$ cat config.mk
export PLATFORM = sky130hd
export DESIGN_NAME = obuf_arbiter
export DESIGN_NICKNAME = d
export VERILOG_FILES = /design/src/rtl/obuf_arb_pkg.sv /design/src/rtl/obuf_arb_ctrl.sv /design/src/rtl/obuf_arb_datapath.sv /design/src/rtl/obuf_arbiter.sv
export SDC_FILE = /design/constraint.sdc
export NUM_CORES = 1
export LEC_CHECK = 0
export ABC_AREA = 1
export BUFFER_PORTS_ARGS = -buffer_cell sky130_fd_sc_hd__buf_2
export CORE_ASPECT_RATIO = 1.1
export CORE_UTILIZATION = 40
export DETAILED_ROUTE_END_ITERATION = 12
export PLACE_DENSITY_LB_ADDON = 0.15
export SLEW_MARGIN = 15
export SYNTH_ARGS = -nofsm -noshare
export SYNTH_HDL_FRONTEND = slang
export SYNTH_SLANG_ARGS = --single-unit
export TNS_END_PERCENT = 50
$ cat constraint.sdc
create_clock -name clk -period 1.3 [get_ports clk]
set_input_delay 0.13 -clock clk [delete_from_list [all_inputs] [get_ports clk]]
set_output_delay 0.13 -clock clk [all_outputs]
set_load 0.005 [all_outputs]
$ cat src/rtl/obuf_arb_pkg.sv
`timescale 1ns/1ps
package obuf_arb_pkg;

  // Source index doubles as priority rank: lower index wins.
  typedef enum logic [1:0] {
    SRC_CTRL_KBD = 2'd0,
    SRC_CTRL_AUX = 2'd1,
    SRC_KBD      = 2'd2,
    SRC_MOUSE    = 2'd3
  } srcE;

  localparam int NUM_SRC = 4;

  // Mode byte bit positions the arbiter decodes.
  localparam int MODE_KBD_IRQ_EN = 0;
  localparam int MODE_AUX_IRQ_EN = 1;
  localparam int MODE_KBD_OFF    = 4;
  localparam int MODE_AUX_OFF    = 5;

  // Control-to-datapath strobes.
  typedef struct packed {
    logic load;         // copy selected byte into the buffer
    srcE  src;          // which byte to copy
    logic respCapture;  // store a new controller response byte
  } strobeT;

endpackage

$ cat src/rtl/obuf_arb_ctrl.sv
`timescale 1ns/1ps
module obuf_arb_ctrl
  import obuf_arb_pkg::*;
#(
  parameter bit THROTTLE_EN     = 1'b0,
  parameter int THROTTLE_CYCLES = 1000
) (
  input  logic       clk,
  input  logic       rstN,
  input  logic [7:0] modeByte,
  input  logic       ctrlRespValid,
  input  logic       ctrlRespAux,
  input  logic       kbdValid,
  input  logic       mouseValid,
  input  logic       dataRead,
  output strobeT     strobes,
  output logic       obFull,
  output logic       auxFull,
  output logic       kbdAck,
  output logic       mouseAck,
  output logic       kbdIrq,
  output logic       mouseIrq
);

  localparam int CNT_W = $clog2(THROTTLE_CYCLES + 1);

  logic               ctrlKbdPend;
  logic               ctrlAuxPend;
  logic               fullQ;
  logic               auxQ;
  srcE                srcQ;
  logic [NUM_SRC-1:0] reqVec;
  srcE                winner;
  logic               throttleBusy;
  logic               loadNow;
  logic               readHit;
  logic               unusedModeBits;

  assign unusedModeBits = ^{modeByte[7:6], modeByte[3:2]};

  // Request vector indexed by priority rank.
  always_comb begin
    reqVec[SRC_CTRL_KBD] = ctrlKbdPend;
    reqVec[SRC_CTRL_AUX] = ctrlAuxPend;
    reqVec[SRC_KBD]      = kbdValid   && !modeByte[MODE_KBD_OFF];
    reqVec[SRC_MOUSE]    = mouseValid && !modeByte[MODE_AUX_OFF];
  end

  // Fixed priority: scan from lowest rank down so the smallest index wins.
  always_comb begin
    winner = SRC_MOUSE;
    for (int i = NUM_SRC - 1; i >= 0; i--) begin
      if (reqVec[i]) winner = srcE'(i);
    end
  end

  assign loadNow = !fullQ && !throttleBusy && (|reqVec);
  assign readHit = dataRead && fullQ;

  // Single controller response slot; a new post replaces the old tag.
  always_ff @(posedge clk) begin
    if (!rstN) begin
      ctrlKbdPend <= 1'b0;
      ctrlAuxPend <= 1'b0;
    end else if (ctrlRespValid) begin
      ctrlKbdPend <= !ctrlRespAux;
      ctrlAuxPend <= ctrlRespAux;
    end else if (loadNow && winner == SRC_CTRL_KBD) begin
      ctrlKbdPend <= 1'b0;
    end else if (loadNow && winner == SRC_CTRL_AUX) begin
      ctrlAuxPend <= 1'b0;
    end
  end

  // Buffer occupancy and source tag.
  always_ff @(posedge clk) begin
    if (!rstN) begin
      fullQ <= 1'b0;
      auxQ  <= 1'b0;
      srcQ  <= SRC_CTRL_KBD;
    end else if (readHit) begin
      fullQ <= 1'b0;
      auxQ  <= 1'b0;
    end else if (loadNow) begin
      fullQ <= 1'b1;
      auxQ  <= (winner == SRC_CTRL_AUX) || (winner == SRC_MOUSE);
      srcQ  <= winner;
    end
  end

  generate
    if (THROTTLE_EN) begin : gThrottle
      logic [CNT_W-1:0] holdCnt;
      always_ff @(posedge clk) begin
        if (!rstN) begin
          holdCnt <= '0;
        end else if (readHit && srcQ == SRC_KBD) begin
          holdCnt <= CNT_W'(THROTTLE_CYCLES);
        end else if (holdCnt != '0) begin
          holdCnt <= holdCnt - 1'b1;
        end
      end
      assign throttleBusy = (holdCnt != '0);
    end else begin : gNoThrottle
      assign throttleBusy = 1'b0;
    end
  endgenerate

  assign kbdAck   = loadNow && winner == SRC_KBD;
  assign mouseAck = loadNow && winner == SRC_MOUSE;

  // Interrupt levels follow the mode byte combinationally.
  assign kbdIrq   = fullQ && !auxQ && modeByte[MODE_KBD_IRQ_EN] && !modeByte[MODE_KBD_OFF];
  assign mouseIrq = fullQ && auxQ && modeByte[MODE_AUX_IRQ_EN];

  assign obFull  = fullQ;
  assign auxFull = auxQ;

  always_comb begin
    strobes.load        = loadNow;
    strobes.src         = winner;
    strobes.respCapture = ctrlRespValid;
  end

endmodule

$ cat src/rtl/obuf_arb_datapath.sv
`timescale 1ns/1ps
module obuf_arb_datapath
  import obuf_arb_pkg::*;
#(
  parameter int DATA_W = 8
) (
  input  logic              clk,
  input  logic              rstN,
  input  strobeT            strobes,
  input  logic [DATA_W-1:0] ctrlRespByte,
  input  logic [DATA_W-1:0] kbdByte,
  input  logic [DATA_W-1:0] mouseByte,
  output logic [DATA_W-1:0] readData
);

  logic [DATA_W-1:0] respSlot;
  logic [DATA_W-1:0] bufData;
  logic [DATA_W-1:0] srcBytes [NUM_SRC];

  always_ff @(posedge clk) begin
    if (!rstN) begin
      respSlot <= '0;
    end else if (strobes.respCapture) begin
      respSlot <= ctrlRespByte;
    end
  end

  // Candidate bytes laid out by source rank.
  always_comb begin
    srcBytes[SRC_CTRL_KBD] = respSlot;
    srcBytes[SRC_CTRL_AUX] = respSlot;
    srcBytes[SRC_KBD]      = kbdByte;
    srcBytes[SRC_MOUSE]    = mouseByte;
  end

  // Buffer keeps its byte after a read so a repeated read returns it.
  always_ff @(posedge clk) begin
    if (!rstN) begin
      bufData <= '0;
    end else if (strobes.load) begin
      bufData <= srcBytes[strobes.src];
    end
  end

  assign readData = bufData;

endmodule

$ cat src/rtl/obuf_arbiter.sv
`timescale 1ns/1ps
module obuf_arbiter
  import obuf_arb_pkg::*;
#(
  parameter bit THROTTLE_EN     = 1'b0,
  parameter int THROTTLE_CYCLES = 1000
) (
  input  logic       clk,
  input  logic       rstN,
  input  logic [7:0] modeByte,
  input  logic       ctrlRespValid,
  input  logic       ctrlRespAux,
  input  logic [7:0] ctrlRespByte,
  input  logic       kbdValid,
  input  logic [7:0] kbdByte,
  output logic       kbdAck,
  input  logic       mouseValid,
  input  logic [7:0] mouseByte,
  output logic       mouseAck,
  input  logic       dataRead,
  output logic [7:0] readData,
  output logic       obFull,
  output logic       auxFull,
  output logic       kbdIrq,
  output logic       mouseIrq
);

  strobeT strobes;

  obuf_arb_ctrl #(
    .THROTTLE_EN    (THROTTLE_EN),
    .THROTTLE_CYCLES(THROTTLE_CYCLES)
  ) uCtrl (
    .clk          (clk),
    .rstN         (rstN),
    .modeByte     (modeByte),
    .ctrlRespValid(ctrlRespValid),
    .ctrlRespAux  (ctrlRespAux),
    .kbdValid     (kbdValid),
    .mouseValid   (mouseValid),
    .dataRead     (dataRead),
    .strobes      (strobes),
    .obFull       (obFull),
    .auxFull      (auxFull),
    .kbdAck       (kbdAck),
    .mouseAck     (mouseAck),
    .kbdIrq       (kbdIrq),
    .mouseIrq     (mouseIrq)
  );

  obuf_arb_datapath #(
    .DATA_W(8)
  ) uData (
    .clk         (clk),
    .rstN        (rstN),
    .strobes     (strobes),
    .ctrlRespByte(ctrlRespByte),
    .kbdByte     (kbdByte),
    .mouseByte   (mouseByte),
    .readData    (readData)
  );

endmodule

Yosys cells after proc, flatten, opt, wreduce, memory -nomap -nowiden
Index checks and enable logic that the tools add are counted.
- $add $sub $neg: 0
- $mul: 0
- div/mod/pow operators: 0
- order comparisons: 1
- equality and inequality tests: 4
- shift operators: 0
- muxes and demuxes: 11
- bitwise logic cells: 2
- reduce and logical (&&, ||, !) cells: 25
- operators by type and width (cell ; number):
    8-bit binary-select mux with 2-bit select ; 1
    8-bit two-way mux ; 2
    1-bit logical AND ; 13
    1-bit two-way mux ; 6
    1-bit logical NOT ; 5
    2-bit == test (second input constant) ; 2
    2-bit two-way mux ; 2
    2-bit nonzero test ; 2
    4-bit OR reduction ; 1
    3-bit greater-or-equal comparator (second input constant) ; 1
    2-bit NOT with 3-bit output ; 1
    2-bit by 1-bit == test with 1-bit output (second input constant) ; 1
    2-bit logical NOT ; 1
    2-bit inequality test (second input constant) ; 1
    2-bit AND reduction ; 1
    2-bit OR reduction ; 1
    1-bit logical OR ; 1
    1-bit NOT ; 1
- flip-flop bits (word level): 20
- latch bits: 0
- RAM bits: 0
- memory bits (read-only): 0
- word-level logic and storage cells: 49
- memories: 0

Longest topological paths before layout
- depth after elaboration: 10
- mapped depth: 7

Modules after synthesis
A second synthesis with hierarchy kept.
- cells, all modules: 154
- area, all modules: 1013.5 um^2
- modules (own cells, without submodules) (module ; times used ; cells each ; area an instance (um^2) ; seq. area each (um^2)):
    obuf_arb_datapath ; 1 ; 111 ; 752.0 ; 320.3
    obuf_arb_ctrl ; 1 ; 43 ; 261.5 ; 80.1

Worst setup path before layout
OpenSTA, ideal clock, no wires.
- kind: reg2out
- start point: register uCtrl.ctrlAuxPend
- end point: output mouseAck
- data arrival time: 0.930 ns
- required time: 1.170 ns
- path slack: 0.240 ns
- stages on the path, launching flop included: 6
- cell sequence: dfxtp_1 > nor2_4 > nand3_4 > nand2_4 > buf_8 > nor3_1
- word-level cells in the longest chain between the ends: 4
- ends and longest elaborated chain (item ; RTL line ; source):
    from (decl) ; obuf_arb_ctrl.sv:28 ; logic ctrlAuxPend;
    from (signal assigned) ; obuf_arb_ctrl.sv:67 ; ctrlAuxPend <= ctrlRespAux;
    2-bit two-way mux (2 in a row) ; obuf_arb_ctrl.sv:53 ; if (reqVec[i]) winner = srcE'(i);
    2-bit == test ; obuf_arb_ctrl.sv:110 ; assign mouseAck = loadNow && winner == SRC_MOUSE;
    1-bit logical AND (*) ; obuf_arb_ctrl.sv:110 ;
    to (decl) ; obuf_arbiter.sv:19 ; output logic mouseAck,
Every way passes the cells marked *; elsewhere a longest branch is shown, timed or not.

Worst setup path in the final report
Ends and elaborated chain as after synthesis.

==> impl_metrics.toml <==
[run_status]
status = "finished with violations"
violations = "setup timing"

[placed_design]
dp_hpwl_um = 1811
place_congestion = 0.7262
dp.cells = 228
pre_cts_ws_ns = 0.1670
io_buffers = 48
placed_cell_area_um2 = 1279

[global_routing]
grt.overflow.total = 0
antenna_found_initial = 0
grt_pass1_wl_um = 4050
grt_max_degree = 20
grt_pass1_vias = 949
grt.total_usage = 0.1955

[synthesis]
ys_types = 21
netlist.area_leader.share = 0.3907
ys_top_cells_by_count = "32 x nand2_1, 31 x nor2_1, 25 x nand3_1, 20 x dfxtp_1, 12 x inv_1"
synthFlopType = "dfxtp_1"
syn_area_per_cell_um2 = 6.698
synth.area.top_cells = "dfxtp_1 39%, nand3_1 12%, nand2_1 12%"
seq_area_frac_synth = 0.3907
ys_warn_count = 0
syn_area_um2 = 1025
synth_most_common_cell = "nand2_1"
postSynthCellCount = 153
synth_edf_count = 0
synth_fp_nets = 192
ys_seq_elements = 20
ys_async_sr_fraction = 0
synth_top_cell_by_area = "dfxtp_1"

[cts]
cts_tree = "yes"
cts_sinks = 20
clock_latency_ns = 0.30
cts.htree.levels = 1
clk_pin_slew_worst_paths_ns = 0.12
holdBufCountCts = 0
clk_root_buffer_cell = "clkbuf_4"
cts_buffers = 3
cts_max_path_buffers = 2

[timing]
setup_viol = 1
period_minus_slack_ns = 1.332
tightest_slew_ns = 0.4396
fmax_mhz = 751.0
finalClockSkew_ns = 0.002434
drv_slew = 0
hold_viol_final = 0
post-route-period-util = 1.024
slew_headroom = 0.7066
setup_slack_ns = -0.03158
rsz0062_at_grt = "true"

[die]
initial_core_util = 0.4375
core_area_um2 = 2342
die_h_um = 55.09
die-area_um2 = 2769
die_w_um = 50.26
fp-row-count = 18
num_io_pins = 53

[detailed_routing]
wirelength_um = 2481
drtIter0Drc = 8
wl_met1_um = 1171
top_layer = "met4"
final_antenna_net_count = 0
dr.pass1.iters = 4
viasPerCell = 4.695
wl_met3_um = 111
num_vias = 1122
drc = 0
routedWlPerCell_um = 10.38
wl_met2_um = 1188

[setup_path]
rr_startpoint = "uCtrl.ctrlAuxPend$_SDFFE_PN0P_"
cp.arrival_ns = 1.20
ff2ff_path_depth = 7
rr_endpoint = "uCtrl.auxFull$_SDFFE_PP0P_"
cp-endpoint = "mouseAck"
start_kind = "flip-flop"
worstSetupEndpointType = "primary output"
worst-path-max-fanout = 3
criticalPathCategory = "flip-flop to primary output"
required_ns = 1.17
reg2reg_slack_ns = 0.04
crit_start = "uCtrl.ctrlAuxPend$_SDFFE_PN0P_"

[job]
drv_cap = 0

[final_layout]
final_cells = 239
diodes = 0
layout-drive-gt1-share = 0.3589
postLayoutCellArea_um2 = 1408
area_growth_pct = 37.36
final_util = 0.6010
layout.nets = 249

[pwr]
p_per_area_nw_per_um2 = 1174
irDropWorstVdd_uv = 821.3
leakagePower_nw = 0.7411
p_total_mw = 1.652

[hold_path]
hold_class = "primary input to flip-flop"
==> per-layer routing <==
metal / vias to the layer above / global-route usage
li1: 600 / -
met1: 489 / 0.2463
met2: 31 / 0.3511
met3: 2 / 0.03279
met4: 0 / 0.04286
met5: - / 0
==> power by group <==
group	switching [mW]	internal, mW
combinational	0.226	0.199
clock	0.201	0.311
sequential	0.0379	0.677
==> logic make-up after synthesis <==
family	after synthesis	share of synthesized area
DFF	20	0.3907
AOI/OAI and AO/OA	12	0.06105
and+or+nand+nor	101	0.4554
buffers and inverters	20	0.09279
==> registers in the layout (all words and copies together), names as in the netlist <==
name and cells:
uData.readData 8, uData.respSlot 8, uCtrl.obFull 1, uCtrl.auxFull 1
uCtrl.ctrlAuxPend 1, uCtrl.ctrlKbdPend 1
==> worst max-delay path, stage by stage (launching register included) <==
cell and delay, ns:
dfxtp_2 0.36, nor2_4 0.18, nand3_4 0.12, nand2_8 0.07, nor3_2 0.03, buf_2 0.14
==> cell usage in the layout, fill, tap and decap left out, drive strengths merged <==
master,instances
o21ai,8
buf,57
a21boi,1
a21oi,3
clkinv,1
nand3b,1
nor3,3
clkbuf,3
nand2,34
nand3,26
and3,1
nor2,36
bufinv,1
inv,14
dfxtp,20
==> cell type report <==
cell class | instances | area [um2]
Timing Repair Buffer | 57 | 311.5
Fill cell | 243 | 934.6
Tap cell | 30 | 37.54
Multi-Input combinational cell | 113 | 543.0
Clock inverter | 1 | 30.03
Inverter | 15 | 58.81
Clock buffer | 3 | 22.52
Sequential cell | 20 | 404.1
==> per-stage QoR <==
stage | hold slack (ns) | setup TNS [ns]
floorplan | 0.2649 | 0
global placement | 0.3510 | 0
detailed placement | 0.3591 | 0
CTS | 0.04350 | -0.04540
global route | 0.03380 | -0.1622
finish | 0.04633 | -0.03158
==> repair_timing <==
item	in CTS	in global routing
buffers inserted	5	2
setup endpoints to repair	2	9
gates resized for setup	5	2
pin swaps	3	3
==> worst min-delay path by stage <==
stage / from / to / cells past startpoint
2_1_floorplan: ctrlRespByte[4] / uData.respSlot[4]$_SDFFE_PN0P_ / 2
3_3_place_gp: ctrlRespByte[2] / uData.respSlot[2]$_SDFFE_PN0P_ / 3
3_5_place_dp: ctrlRespByte[4] / uData.respSlot[4]$_SDFFE_PN0P_ / 3
4_1_cts: ctrlRespByte[0] / uData.respSlot[0]$_SDFFE_PN0P_ / 3
5_1_grt: ctrlRespByte[3] / uData.respSlot[3]$_SDFFE_PN0P_ / 3
6_report: ctrlRespByte[4] / uData.respSlot[4]$_SDFFE_PN0P_ / 3
(Power assumes the default switching activity.)
